**src/rtl/mdrop_pkg.sv**
```systemverilog
package mdrop_pkg;

  typedef enum logic [1:0] {
    MD_OFF  = 2'd0,
    MD_SOFT = 2'd1,
    MD_AUTO = 2'd2
  } md_mode_e;

  localparam int unsigned CTRL_W   = 4;
  localparam int unsigned CB_MDROP = 0;
  localparam int unsigned CB_AUTO  = 1;
  localparam int unsigned CB_IRQEN = 2;
  localparam int unsigned CB_RXEN  = 3;

  typedef struct packed {
    logic push;
    logic flag;
    logic addr_evt;
    logic en_set;
    logic en_clr;
  } md_verdict_t;

  // Automatic mode requires the multidrop bit as well.
  function automatic md_mode_e mode_of(input logic mdrop, input logic auto_sel);
    if (!mdrop)   return MD_OFF;
    if (auto_sel) return MD_AUTO;
    return MD_SOFT;
  endfunction

endpackage

```
**src/rtl/mdrop_ctrl_regs.sv**
```systemverilog
module mdrop_ctrl_regs
  import mdrop_pkg::*;
#(
  parameter int unsigned DATA_W = 8
) (
  input  logic                 clk,
  input  logic                 rst_n,
  input  logic                 ctrl_wr,
  input  logic [CTRL_W-1:0]    ctrl_wdata,
  input  logic                 stn_wr,
  input  logic [DATA_W-1:0]    stn_wdata,
  input  logic                 auto_set,
  input  logic                 auto_clr,
  output md_mode_e             mode,
  output logic                 irq_en,
  output logic                 rx_en,
  output logic [DATA_W-1:0]    station
);

  logic mdrop_q, auto_q, irq_en_q, rx_en_q;
  logic [DATA_W-1:0] station_q;
  logic rx_en_d;

  // The host write decides the next enable; automatic changes apply otherwise.
  always_comb begin
    rx_en_d = rx_en_q;
    if (ctrl_wr)       rx_en_d = ctrl_wdata[CB_RXEN];
    else if (auto_set) rx_en_d = 1'b1;
    else if (auto_clr) rx_en_d = 1'b0;
  end

  always_ff @(posedge clk or negedge rst_n) begin
    if (!rst_n) begin
      mdrop_q   <= 1'b0;
      auto_q    <= 1'b0;
      irq_en_q  <= 1'b0;
      rx_en_q   <= 1'b0;
      station_q <= '0;
    end else begin
      rx_en_q <= rx_en_d;
      if (ctrl_wr) begin
        mdrop_q  <= ctrl_wdata[CB_MDROP];
        auto_q   <= ctrl_wdata[CB_AUTO];
        irq_en_q <= ctrl_wdata[CB_IRQEN];
      end
      if (stn_wr) station_q <= stn_wdata;
    end
  end

  assign mode    = mode_of(mdrop_q, auto_q);
  assign irq_en  = irq_en_q;
  assign rx_en   = rx_en_q;
  assign station = station_q;

  AST_HOST_WINS: assert property (@(posedge clk) disable iff (!rst_n)
    ctrl_wr |=> (rx_en == $past(ctrl_wdata[CB_RXEN])));

  AST_SOFT_EN_HELD: assert property (@(posedge clk) disable iff (!rst_n)
    (mode == MD_SOFT && !ctrl_wr) |=> $stable(rx_en));

endmodule

```
**src/rtl/mdrop_decide.sv**
```systemverilog
module mdrop_decide
  import mdrop_pkg::*;
#(
  parameter int unsigned DATA_W = 8
) (
  input  logic                 clk,
  input  logic                 rst_n,
  input  md_mode_e             mode,
  input  logic                 rx_en,
  input  logic [DATA_W-1:0]    station,
  input  logic                 char_valid,
  input  logic [DATA_W-1:0]    char_data,
  input  logic                 char_bit9,
  input  logic                 char_perr,
  output logic                 push_valid,
  output logic [DATA_W-1:0]    push_data,
  output logic                 push_flag,
  output logic                 addr_evt,
  output logic                 en_set,
  output logic                 en_clr
);

  function automatic logic addr_hit(input logic [DATA_W-1:0] rx_byte,
                                    input logic [DATA_W-1:0] stn);
    return rx_byte == stn;
  endfunction

  function automatic md_verdict_t judge(input md_mode_e m, input logic en,
                                        input logic is_addr, input logic hit,
                                        input logic perr);
    md_verdict_t v;
    v = '0;
    unique case (m)
      MD_SOFT: begin
        v.push     = is_addr | en;
        v.flag     = is_addr;
        v.addr_evt = is_addr;
      end
      MD_AUTO: begin
        if (is_addr) begin
          v.push     = hit;
          v.flag     = 1'b1;
          v.addr_evt = hit;
          v.en_set   = hit & ~en;
          v.en_clr   = ~hit & en;
        end else begin
          v.push = en;
          v.flag = 1'b0;
        end
      end
      default: begin
        v.push = 1'b1;
        v.flag = perr;
      end
    endcase
    return v;
  endfunction

  md_verdict_t verdict;
  logic        hit;

  always_comb begin
    hit     = addr_hit(char_data, station);
    verdict = judge(mode, rx_en, char_bit9, hit, char_perr);
  end

  assign push_valid = char_valid & verdict.push;
  assign push_data  = char_data;
  assign push_flag  = verdict.flag;
  assign addr_evt   = char_valid & verdict.addr_evt;
  assign en_set     = char_valid & verdict.en_set;
  assign en_clr     = char_valid & verdict.en_clr;

  AST_PUSH_NEEDS_CHAR: assert property (@(posedge clk) disable iff (!rst_n)
    !char_valid |-> !push_valid);

  AST_SOFT_ADDR_KEPT: assert property (@(posedge clk) disable iff (!rst_n)
    (mode == MD_SOFT && char_valid && char_bit9) |-> (push_valid && push_flag));

  AST_AUTO_FOREIGN_DROP: assert property (@(posedge clk) disable iff (!rst_n)
    (mode == MD_AUTO && char_valid && char_bit9 && char_data != station) |-> !push_valid);

  AST_AUTO_IDLE_DATA_DROP: assert property (@(posedge clk) disable iff (!rst_n)
    (mode == MD_AUTO && !rx_en && char_valid && !char_bit9) |-> !push_valid);

endmodule

```
**src/rtl/mdrop_irq.sv**
```systemverilog
module mdrop_irq (
  input  logic clk,
  input  logic rst_n,
  input  logic raise,
  input  logic ack,
  output logic irq
);

  logic irq_q;

  always_ff @(posedge clk or negedge rst_n) begin
    if (!rst_n)     irq_q <= 1'b0;
    else if (raise) irq_q <= 1'b1;
    else if (ack)   irq_q <= 1'b0;
  end

  assign irq = irq_q;

  AST_IRQ_LEVEL: assert property (@(posedge clk) disable iff (!rst_n)
    (irq && !ack) |=> irq);

  AST_IRQ_CLEARS: assert property (@(posedge clk) disable iff (!rst_n)
    (ack && !raise) |=> !irq);

  AST_IRQ_CAUSE: assert property (@(posedge clk) disable iff (!rst_n)
    $rose(irq) |-> $past(raise));

endmodule

```
**src/rtl/mdrop_rx_filter.sv**
```systemverilog
module mdrop_rx_filter
  import mdrop_pkg::*;
#(
  parameter int unsigned DATA_W = 8
) (
  input  logic                 clk,
  input  logic                 rst_n,
  input  logic                 char_valid,
  input  logic [DATA_W-1:0]    char_data,
  input  logic                 char_bit9,
  input  logic                 char_perr,
  input  logic                 ctrl_wr,
  input  logic [CTRL_W-1:0]    ctrl_wdata,
  input  logic                 stn_wr,
  input  logic [DATA_W-1:0]    stn_wdata,
  input  logic                 irq_ack,
  output logic                 push_valid,
  output logic [DATA_W-1:0]    push_data,
  output logic                 push_flag,
  output logic                 irq,
  output logic                 rx_active
);

  md_mode_e          mode;
  logic              irq_en, rx_en;
  logic [DATA_W-1:0] station;
  logic              addr_evt, en_set, en_clr;
  logic              irq_raise;

  mdrop_ctrl_regs #(.DATA_W(DATA_W)) u_regs (
    .clk        (clk),
    .rst_n      (rst_n),
    .ctrl_wr    (ctrl_wr),
    .ctrl_wdata (ctrl_wdata),
    .stn_wr     (stn_wr),
    .stn_wdata  (stn_wdata),
    .auto_set   (en_set),
    .auto_clr   (en_clr),
    .mode       (mode),
    .irq_en     (irq_en),
    .rx_en      (rx_en),
    .station    (station)
  );

  mdrop_decide #(.DATA_W(DATA_W)) u_decide (
    .clk        (clk),
    .rst_n      (rst_n),
    .mode       (mode),
    .rx_en      (rx_en),
    .station    (station),
    .char_valid (char_valid),
    .char_data  (char_data),
    .char_bit9  (char_bit9),
    .char_perr  (char_perr),
    .push_valid (push_valid),
    .push_data  (push_data),
    .push_flag  (push_flag),
    .addr_evt   (addr_evt),
    .en_set     (en_set),
    .en_clr     (en_clr)
  );

  assign irq_raise = addr_evt & irq_en;

  mdrop_irq u_irq (
    .clk   (clk),
    .rst_n (rst_n),
    .raise (irq_raise),
    .ack   (irq_ack),
    .irq   (irq)
  );

  assign rx_active = rx_en;

  AST_AUTO_MATCH_OPENS: assert property (@(posedge clk) disable iff (!rst_n)
    (mode == MD_AUTO && char_valid && char_bit9 && char_data == station && !ctrl_wr)
      |=> rx_active);

  AST_AUTO_FOREIGN_CLOSES: assert property (@(posedge clk) disable iff (!rst_n)
    (mode == MD_AUTO && char_valid && char_bit9 && char_data != station && !ctrl_wr)
      |=> !rx_active);

  AST_OFF_NO_IRQ_RAISE: assert property (@(posedge clk) disable iff (!rst_n)
    (mode == MD_OFF) |-> !irq_raise);

endmodule

```
**config.mk**
```make
export PLATFORM = sky130hd
export DESIGN_NAME = mdrop_rx_filter
export DESIGN_NICKNAME = d
export VERILOG_FILES = /design/src/rtl/mdrop_pkg.sv /design/src/rtl/mdrop_ctrl_regs.sv /design/src/rtl/mdrop_decide.sv /design/src/rtl/mdrop_irq.sv /design/src/rtl/mdrop_rx_filter.sv
export SDC_FILE = /design/constraint.sdc
export NUM_CORES = 1
export LEC_CHECK = 0
export BUFFER_PORTS_ARGS = -buffer_cell sky130_fd_sc_hd__buf_2
export CORE_MARGIN = 2
export CORE_UTILIZATION = 38
export CTS_CLUSTER_SIZE = 10
export DETAILED_ROUTE_END_ITERATION = 12
export PLACE_DENSITY_LB_ADDON = 0.08
export SKIP_LAST_GASP = 1
export SYNTH_ARGS = -nofsm -noshare
export SYNTH_HDL_FRONTEND = slang
export SYNTH_SLANG_ARGS = --single-unit
```
**constraint.sdc**
```tcl
create_clock -name clk -period 1.4 [get_ports clk]
set_input_delay 0.28 -clock clk [delete_from_list [all_inputs] [get_ports clk]]
set_output_delay 0.28 -clock clk [all_outputs]
set_load 0.005 [all_outputs]
```
==> results.toml, run 1 <==
[run_status]
status = "complete, but fails checks"
failed_checks = "setup timing"

[floorplanning]
start_util_pct = 40.4
io_pins = 40
die_w_um = 46.8
die_h_um = 46.8
core-area_mm2 = 0.00173
die_area_mm2 = 0.00219
row_count = 15

[layout]
areaGrowthSynthToFinish_pct = 36.6
nets = 125
layout.area.seq_um2 = 325
drive_above_1_share_pct = 63.5
fin_area_um2 = 952
filler_cell_count = 191
instances_no_fill = 121
antenna-diode-count = 0
multi_input_area_um2 = 324
post-route-util_pct = 55.1

[setup_path]
critPathCaptureType = "output pin"
crit_path_start_kind = "flop"
path_class = "flop to output pin"
critPathTopFamily = "simple AND/OR/NAND/NOR gates"
worst-path-max-fanout = 2
path_buf_inv = 1
cp.arrival_ns = 1.50
path_cells = "xor2_1 -> nor4_2 -> nand2_1 -> a41oi_2 -> buf_2"
max_stage_delay_ns = 0.39
slowest_stage = "dfrtp_1"
required_ns = 1.12

[placed_design]
post_dp_cell_area_um2 = 875
placed_cells = 114
routabilityCongestion = 0.704
port_buffers = 39

[sta]
slew_headroom_pct = 80.7
hold-worst-slack_ns = 0.209
worstMarginPinSlew_ns = 0.289
rsz0062_at_grt = "true"
tns_ns = -0.437
hold_viol_final = 0
slew_violations = 0
worst_clock_skew_ns = 0.00229
fin_ws_ns = -0.377
period_minus_slack_ns = 1.78
period_share_pct = 127
setup_viol = 2
max_freq_mhz = 563

[power]
switching_share_pct = 26.0
switchingPower_uw = 221
internal-power_uw = 628
p_comb_share_pct = 21.8
sequentialPowerShare_pct = 51.3
p_leak_nw = 0.466
power_density_mw_per_mm2 = 892
power_frac_clock_pct = 26.9
peakVddDrop_mv = 0.559

[route]
route.detailed.drc = 0
vias_per_cell = 4.55
ant_nets = 0
drt_iter0_markers = 3
routedWlPerCell_um = 11.1
via_count = 550
first_pass_iters = 3
wl_um = 1340

[cts]
root_buffer = "clkbuf_4"
cts_tree = "built"
clk_latency_ns = 0.27
cts.sinks = 13
clk_pin_slew_ns = 0.08
cts_max_path_buffers = 2
htreeDepth = 1
cts_made_buffers = 3

[yosys]
synth_cell_type_count = 17
syn_area_per_cell_um2 = 12.0
ys_seq_area_share_pct = 46.7
synth_cells = 58
syn_nets = 86
synth-seq-cells = 13
synth_warnings = 0
syn_area_um2 = 697

[global_route]
overflow = 0
grt_pass1_wl_um = 2090
antenna_found_initial = 0
grt_pass1_vias = 511
grt_use_total_pct = 14.1
grt_max_degree = 14

[worst_hold_path]
min-delay-path-class = "input port to flop"

[run]
drv_cap = 0
-- sequential cells by signal, indices dropped and copies added, names as in the netlist --
signal          count
u_regs.auto_q       1
u_irq.irq           1
u_regs.mdrop_q      1
u_regs.station      8
u_regs.rx_en        1
u_regs.irq_en       1
-- per-layer routing --
layer  share of wire (%)  global-route usage (%)
met5                   0                       0
met1                  42                    16.3
met2                  49                    24.1
met3                 8.0                    3.85
met4                0.89                    6.67
-- power by group through the flow --
stage | Sequential, mW | Combinational (mW) | Clock [mW]
6_report | 0.436 | 0.185 | 0.229
5_1_grt | 0.441 | 0.208 | 0.256
4_1_cts | 0.437 | 0.184 | 0.241
3_5_place_dp | 0.446 | 0.170 | 0
3_3_place_gp | 0.444 | 0.169 | 0
2_1_floorplan | 0.440 | 0.104 | 0
-- through the flow --
| step | power, mW | worst slack, ns |
|---|---|---|
| global route | 0.905 | -0.490 |
| finish | 0.850 | -0.377 |
| CTS | 0.863 | -0.414 |
| detailed placement | 0.616 | -0.164 |
| floorplan | 0.544 | 0.0103 |
| global placement | 0.613 | -0.181 |
-- layout by cell type, fill, tap and decap left out, types with 2 or more instances in the layout --
| master | n |
|---|---|
| buf_6 | 2 |
| nand4_1 | 2 |
| a21oi_1 | 2 |
| mux2_2 | 10 |
| xor2_1 | 8 |
| buf_4 | 2 |
| inv_1 | 2 |
| clkbuf_4 | 3 |
| dfrtp_1 | 13 |
| nor4_2 | 2 |
| nand2_1 | 2 |
| buf_2 | 38 |
-- worst paths after layout --
check                             startpoint                 to  slack, ns  depth (start not counted)
setup / recovery           u_regs.station[0]         push_valid      -0.38                          5
hold / removal                 ctrl_wdata[0]     u_regs.mdrop_q       0.21                          3
setup reg to reg           u_regs.station[0]       u_regs.rx_en      -0.06                          6
hold reg to reg                    u_irq.irq          u_irq.irq       0.52                          2
max in group asynchronous              rst_n  u_regs.station[3]       0.76                          2
min in group asynchronous              rst_n  u_regs.station[7]       0.42                          2
-- Yosys cell counts --
cell type  instances  share of area, %
o21ai_1            1              0.72
and3b_1            1               1.3
o21ai_0            1              0.72
dfrtp_1           13                47
inv_1              2               1.1
o31ai_1            1               1.1
nand2_1            2               1.1
o31ai_2            1               1.8
nand4_1            2               1.8
buf_4              8               8.6
xor2_1             8                10
a41oi_1            1               1.3
nor4_2             2               3.6
a21oi_1            2               1.4
mux2_2            11                18
clkbuf_1           1              0.54
nor2_1             1              0.54
-- final cells by class --
class,count,share of cell area (%)
tap,25,3.29
multi-input combinational,34,34.0
timing repair buffer,43,25.0
sequential,13,34.2
inverter,2,0.788
clock buffer,4,2.76
-- logic make-up (layout without fill, tap and decap cells) --
| group | count (synthesis) | after routing | share of synthesized area (%) |
|---|---|---|---|
| multiplexers | 11 | 11 | 17.8 |
| buffers and inverters | 11 | 49 | 10.2 |
| AO/OA/AOI/OAI | 7 | 7 | 7.00 |
| AND/OR/NAND/NOR | 8 | 8 | 8.26 |
| XOR/XNOR | 8 | 8 | 10.1 |
| flip-flops | 13 | 13 | 46.7 |
-- worst register-to-register path, stage by stage (launching register included) --
cell	delay (ns)
dfrtp_1	0.39
xor2_1	0.17
nor4_2	0.27
nand2_1	0.13
buf_4	0.16
buf_6	0.11
o31ai_4	0.15
-- timing repair --
item                       4_1_cts  5_1_grt
setup endpoints to repair        3        4
gates resized for setup          2        3
buffers inserted                 1        1
hold endpoints to repair        13        0
pin swaps                        4        3
cloned                           0        0
hold buffers                     1        0
No activity file was read; power rests on OpenSTA's default activity.
==> inputs of run 2 (changes only) <==
--- a/config.mk
+++ b/config.mk
@@ -5,11 +5,11 @@
 export SDC_FILE = /design/constraint.sdc
 export NUM_CORES = 1
 export LEC_CHECK = 0
-export BUFFER_PORTS_ARGS = -buffer_cell sky130_fd_sc_hd__buf_2
 export CORE_MARGIN = 2
-export CORE_UTILIZATION = 38
+export CORE_UTILIZATION = 40
 export CTS_CLUSTER_SIZE = 10
 export DETAILED_ROUTE_END_ITERATION = 12
+export DONT_BUFFER_PORTS = 1
 export PLACE_DENSITY_LB_ADDON = 0.08
 export SKIP_LAST_GASP = 1
 export SYNTH_ARGS = -nofsm -noshare
==> results.toml, run 2 (synthesis results as in run 1) <==
[setup_path]
max_stage_delay_ns = 0.39
path_cells = "xor2_1 -> nor4_2 -> nand2_1 -> a41oi_2"
path_class = "flop to output pin"
worst-path-max-fanout = 2
crit_path_start_kind = "flop"
critPathCaptureType = "output pin"
path_buf_inv = 0
slowest_stage = "dfrtp_1"
required_ns = 1.12
critPathTopFamily = "flip-flops"
cp.arrival_ns = 1.45

[route]
wl_um = 1240
vias_per_cell = 5.77
ant_nets = 0
via_count = 421
wl_met1_um = 508
first_pass_iters = 2
routedWlPerCell_um = 16.9
top_layer_used = "met4"
route.detailed.drc = 0
met3_length_um = 83
wl_met2_um = 620
drt_iter0_markers = 5

[layout]
filler_cell_count = 168
drive_above_1_share_pct = 39.3
areaGrowthSynthToFinish_pct = 3.59
instances_no_fill = 73
final_common_cell = "dfrtp_1"
antenna-diode-count = 0
final_cell_mix = "12 x dfrtp_1, 11 x mux2_2, 8 x xor2_1"
largest_register_ffs = 8
nets = 85
post-route-util_pct = 42.7

[power]
peakVddDrop_mv = 0.423
p_leak_nw = 0.297
power_density_mw_per_mm2 = 1070

[sta]
period_minus_slack_ns = 1.73
hold-worst-slack_ns = 0.0817
max_freq_mhz = 577
fin_ws_ns = -0.332
slew_headroom_pct = 62.3
worstMarginPinSlew_ns = 0.564
setup_viol = 2
rsz0062_at_grt = "true"
period_share_pct = 124
hold_viol_final = 0
slew_violations = 0
worst_clock_skew_ns = 0.00447

[run_status]
status = "complete, but fails checks"
failed_checks = "setup timing"

[global_route]
grt_pass1_vias = 485
grt_use_total_pct = 14.7
grt_max_degree = 14
grt_pass1_wl_um = 2130
overflow = 0
antenna_found_initial = 0

[cts]
cts.sinks = 13
clk_latency_ns = 0.27
cts_max_path_buffers = 2
clk_pin_slew_ns = 0.08
cts_tree = "built"
htreeDepth = 1
cts_made_buffers = 3
root_buffer = "clkbuf_4"

[placed_design]
placed_cells = 67
hpwl_um = 934
port_buffers = 0
place_ws_ns = -0.0802
routabilityCongestion = 0.736

[floorplanning]
die_w_um = 45.7
row_count = 15
start_util_pct = 41.3
die_h_um = 45.7
core-area_mm2 = 0.00169
die_area_mm2 = 0.00209
io_pins = 40

[run]
drv_cap = 0

[worst_hold_path]
min-delay-path-class = "input port to flop"
[run 2: worst paths after layout]
kind / slack, ns / startpoint / cells after the start / end
hold reg to reg: 0.52 / u_regs.irq_en / 1 / u_regs.irq_en
setup / recovery: -0.33 / u_regs.station[6] / 4 / push_valid
min in group asynchronous: 0.43 / rst_n / 1 / u_regs.station[6]
max in group asynchronous: 0.57 / rst_n / 1 / u_regs.mdrop_q
setup reg to reg: -0.10 / u_regs.station[6] / 6 / u_regs.rx_en
hold / removal: 0.08 / ctrl_wr / 1 / u_regs.rx_en
[run 2: metal layers]
| layer | up-vias | GRT usage [%] |
|---|---|---|
| li1 | 194 | - |
| met1 | 201 | 17.5 |
| met2 | 22 | 23.4 |
| met3 | 4 | 3.97 |
| met4 | 0 | 9.14 |
| met5 | - | 0 |
[run 2: power by group]
group          internal (mW)  leakage (nW)  switching [mW]
sequential             0.411         0.154          0.0281
clock                  0.110        0.0150           0.119
combinational         0.0592         0.129          0.0413
total                  0.581         0.297           0.188
[run 2: area by class of cell]
cell class	count	area (um2)	share of cell area, %
Tap cell	17	21.3	2.95
Timing Repair Buffer	3	28.8	3.99
Multi-Input combinational cell	34	312	43.2
Clock buffer	4	26.3	3.64
Sequential cell	13	327	45.2
Inverter	2	7.51	1.04
[run 2: metrics by stage]
stage | setup TNS [ns] | instance area [um2] | power [mW]
CTS | -0.518 | 717 | 0.782
global placement | -0.119 | 669 | 0.534
global route | -0.786 | 722 | 0.822
finish | -0.430 | 722 | 0.769
floorplan | 0 | 704 | 0.544
detailed placement | -0.105 | 669 | 0.538
[run 2: repair_timing]
| action | in CTS | in global routing |
|---|---|---|
| hold buffers | 1 | 0 |
| gates cloned | 0 | 0 |
| pin swaps | 5 | 3 |
| resized for setup | 1 | 2 |
| hold endpoints to repair | 13 | 0 |
| buffers inserted | 2 | 0 |
| setup endpoints to repair | 2 | 4 |
==> inputs of run 3 (changes only) <==
--- a/config.mk
+++ b/config.mk
@@ -10,7 +10,7 @@
 export CTS_CLUSTER_SIZE = 10
 export DETAILED_ROUTE_END_ITERATION = 12
 export DONT_BUFFER_PORTS = 1
-export PLACE_DENSITY_LB_ADDON = 0.08
+export PLACE_DENSITY = 0.58
 export SKIP_LAST_GASP = 1
 export SYNTH_ARGS = -nofsm -noshare
 export SYNTH_HDL_FRONTEND = slang
==> constraint.sdc (replaced) <==
create_clock -name clk -period 1.4 [get_ports clk]
set_input_delay 0.07 -clock clk [delete_from_list [all_inputs] [get_ports clk]]
set_output_delay 0.07 -clock clk [all_outputs]
set_load 0.005 [all_outputs]
==> results.toml, run 3 (synthesis results as in run 1) <==
[setup_path]
crit_path_start_kind = "flop"
slowest_stage = "dfrtp_1"
worst-path-max-fanout = 2
path_class = "flop to output pin"
path_cells = "xor2_1 -> nor4_2 -> nand2_1 -> a41oi_2"
critPathCaptureType = "output pin"
required_ns = 1.33
max_stage_delay_ns = 0.39
cp.arrival_ns = 1.44

[layout]
areaGrowthSynthToFinish_pct = 37.0
fin_area_um2 = 955
filler_cell_count = 157
largest_register_ffs = 8
nets = 108
antenna-diode-count = 0
final_common_cell = "dlygate4sd3_1"
drive_above_1_share_pct = 24.1
final_cell_mix = "25 x dlygate4sd3_1, 13 x dfrtp_1, 11 x mux2_2"

[route]
drt_iter0_markers = 1
first_pass_iters = 4
ant_nets = 0
wl_um = 1350
routedWlPerCell_um = 14.0
via_count = 505
vias_per_cell = 5.26
route.detailed.drc = 0

[floorplanning]
start_util_pct = 41.3
die_w_um = 45.7
die_h_um = 45.7
core-area_mm2 = 0.00169
row_count = 15
die_area_mm2 = 0.00209
io_pins = 40

[placed_design]
hpwl_um = 848
post_dp_cell_area_um2 = 654
port_buffers = 0
routabilityCongestion = 0.586

[worst_hold_path]
min-delay-path-class = "input port to flop"

[run_status]
status = "complete, but fails checks"
failed_checks = "setup timing"

[sta]
fin_ws_ns = -0.114
slew_violations = 0
setup_viol = 1
slew_headroom_pct = 60.4
period_minus_slack_ns = 1.51
worstMarginPinSlew_ns = 0.592
worst_clock_skew_ns = 0.00232
rsz0062_at_grt = "true"
hold_viol_final = 0
max_freq_mhz = 660
period_share_pct = 108

[run]
drv_cap = 0

[global_route]
grt_max_degree = 14
grt_use_total_pct = 13.7
grt_pass1_vias = 503
overflow = 0
antenna_found_initial = 0
grt_pass1_wl_um = 1940

[cts]
root_buffer = "clkbuf_4"
htreeDepth = 1
cts.sinks = 13
cts_max_path_buffers = 2
cts_made_buffers = 3
cts_tree = "built"
clk_latency_ns = 0.27
clk_pin_slew_ns = 0.08

[power]
p_leak_nw = 0.392
power_density_mw_per_mm2 = 883
power_uw = 843
peakVddDrop_mv = 0.409
==> run 3: cell count changes in the layout (fill, tap and decap cells not counted) <==
cell and change:
o31ai_4 +1, o31ai_2 -1, dlygate4sd3_1 +24, buf_6 -1, o21ai_1 +1, o21ai_2 -1, dfrtp_2 -1, dfrtp_1 +1
==> run 3: critical path: cells and delay by family, from the launching register on <==
kind,cells,cell delay (ns)
flip-flops,1,0.39
AO/OA/AOI/OAI,1,0.23
AND/OR/NAND/NOR,2,0.41
XOR/XNOR,1,0.15
==> run 3: stage by stage <==
stage	TNS [ns]	setup WS (ns)	hold WS (ns)	std cells	utilization, %
after global routing	-0.280	-0.212	0.0215	96	56.5
after detailed placement	0	0.0673	-0.225	66	38.7
after CTS	-0.203	-0.164	0.00124	96	56.0
after global placement	0	0.0589	-0.225	66	38.7
after floorplan	0	0.200	-0.226	58	-
final	-0.114	-0.114	0.0108	96	56.5
==> run 3: report_power, final <==
part	leakage [nW]	internal, mW	switching (mW)
clock network	0.0150	0.110	0.119
registers	0.155	0.411	0.0266
logic	0.222	0.118	0.0580
==> run 3: repair_timing <==
item                                   4_1_cts  5_1_grt
endpoints found under the hold margin       26        0
setup endpoints to repair                    1        3
buffers inserted                             1        0
pin swaps                                    4        5
hold buffers                                25        0
resized for setup                            1        1
==> run 3: layout make-up <==
type / instances / area, um2 / share of cell area (%)
Inverter: 2 / 7.51 / 0.786
Clock buffer: 4 / 26.3 / 2.75
Sequential cell: 13 / 325 / 34.1
Multi-Input combinational cell: 34 / 317 / 33.2
Tap cell: 17 / 21.3 / 2.23
Timing Repair Buffer: 26 / 258 / 27.0
==> run 3: path summary, 6_finish.rpt <==
check	startpoint	end	slack, ns	cells after the start
setup / recovery	u_regs.station[7]	push_valid	-0.11	4
hold / removal	char_valid	u_irq.irq	0.01	2
setup reg to reg	u_regs.station[7]	u_regs.rx_en	0.03	5
hold reg to reg	u_regs.irq_en	u_regs.irq_en	0.52	1
max in group asynchronous	rst_n	u_regs.station[6]	0.78	1
min in group asynchronous	rst_n	u_regs.station[3]	0.24	1
==> run 3: metal layers <==
| layer | share of wire, % | GRT usage [%] | vias to the layer above | wire (um) |
|---|---|---|---|---|
| li1 | - | - | 239 | - |
| met1 | 41 | 15.3 | 243 | 551 |
| met2 | 51 | 22.5 | 21 | 690 |
| met3 | 6.9 | 3.57 | 2 | 93 |
| met4 | 0.74 | 9.71 | 0 | 10 |
| met5 | 0 | 0 | - | 0 |
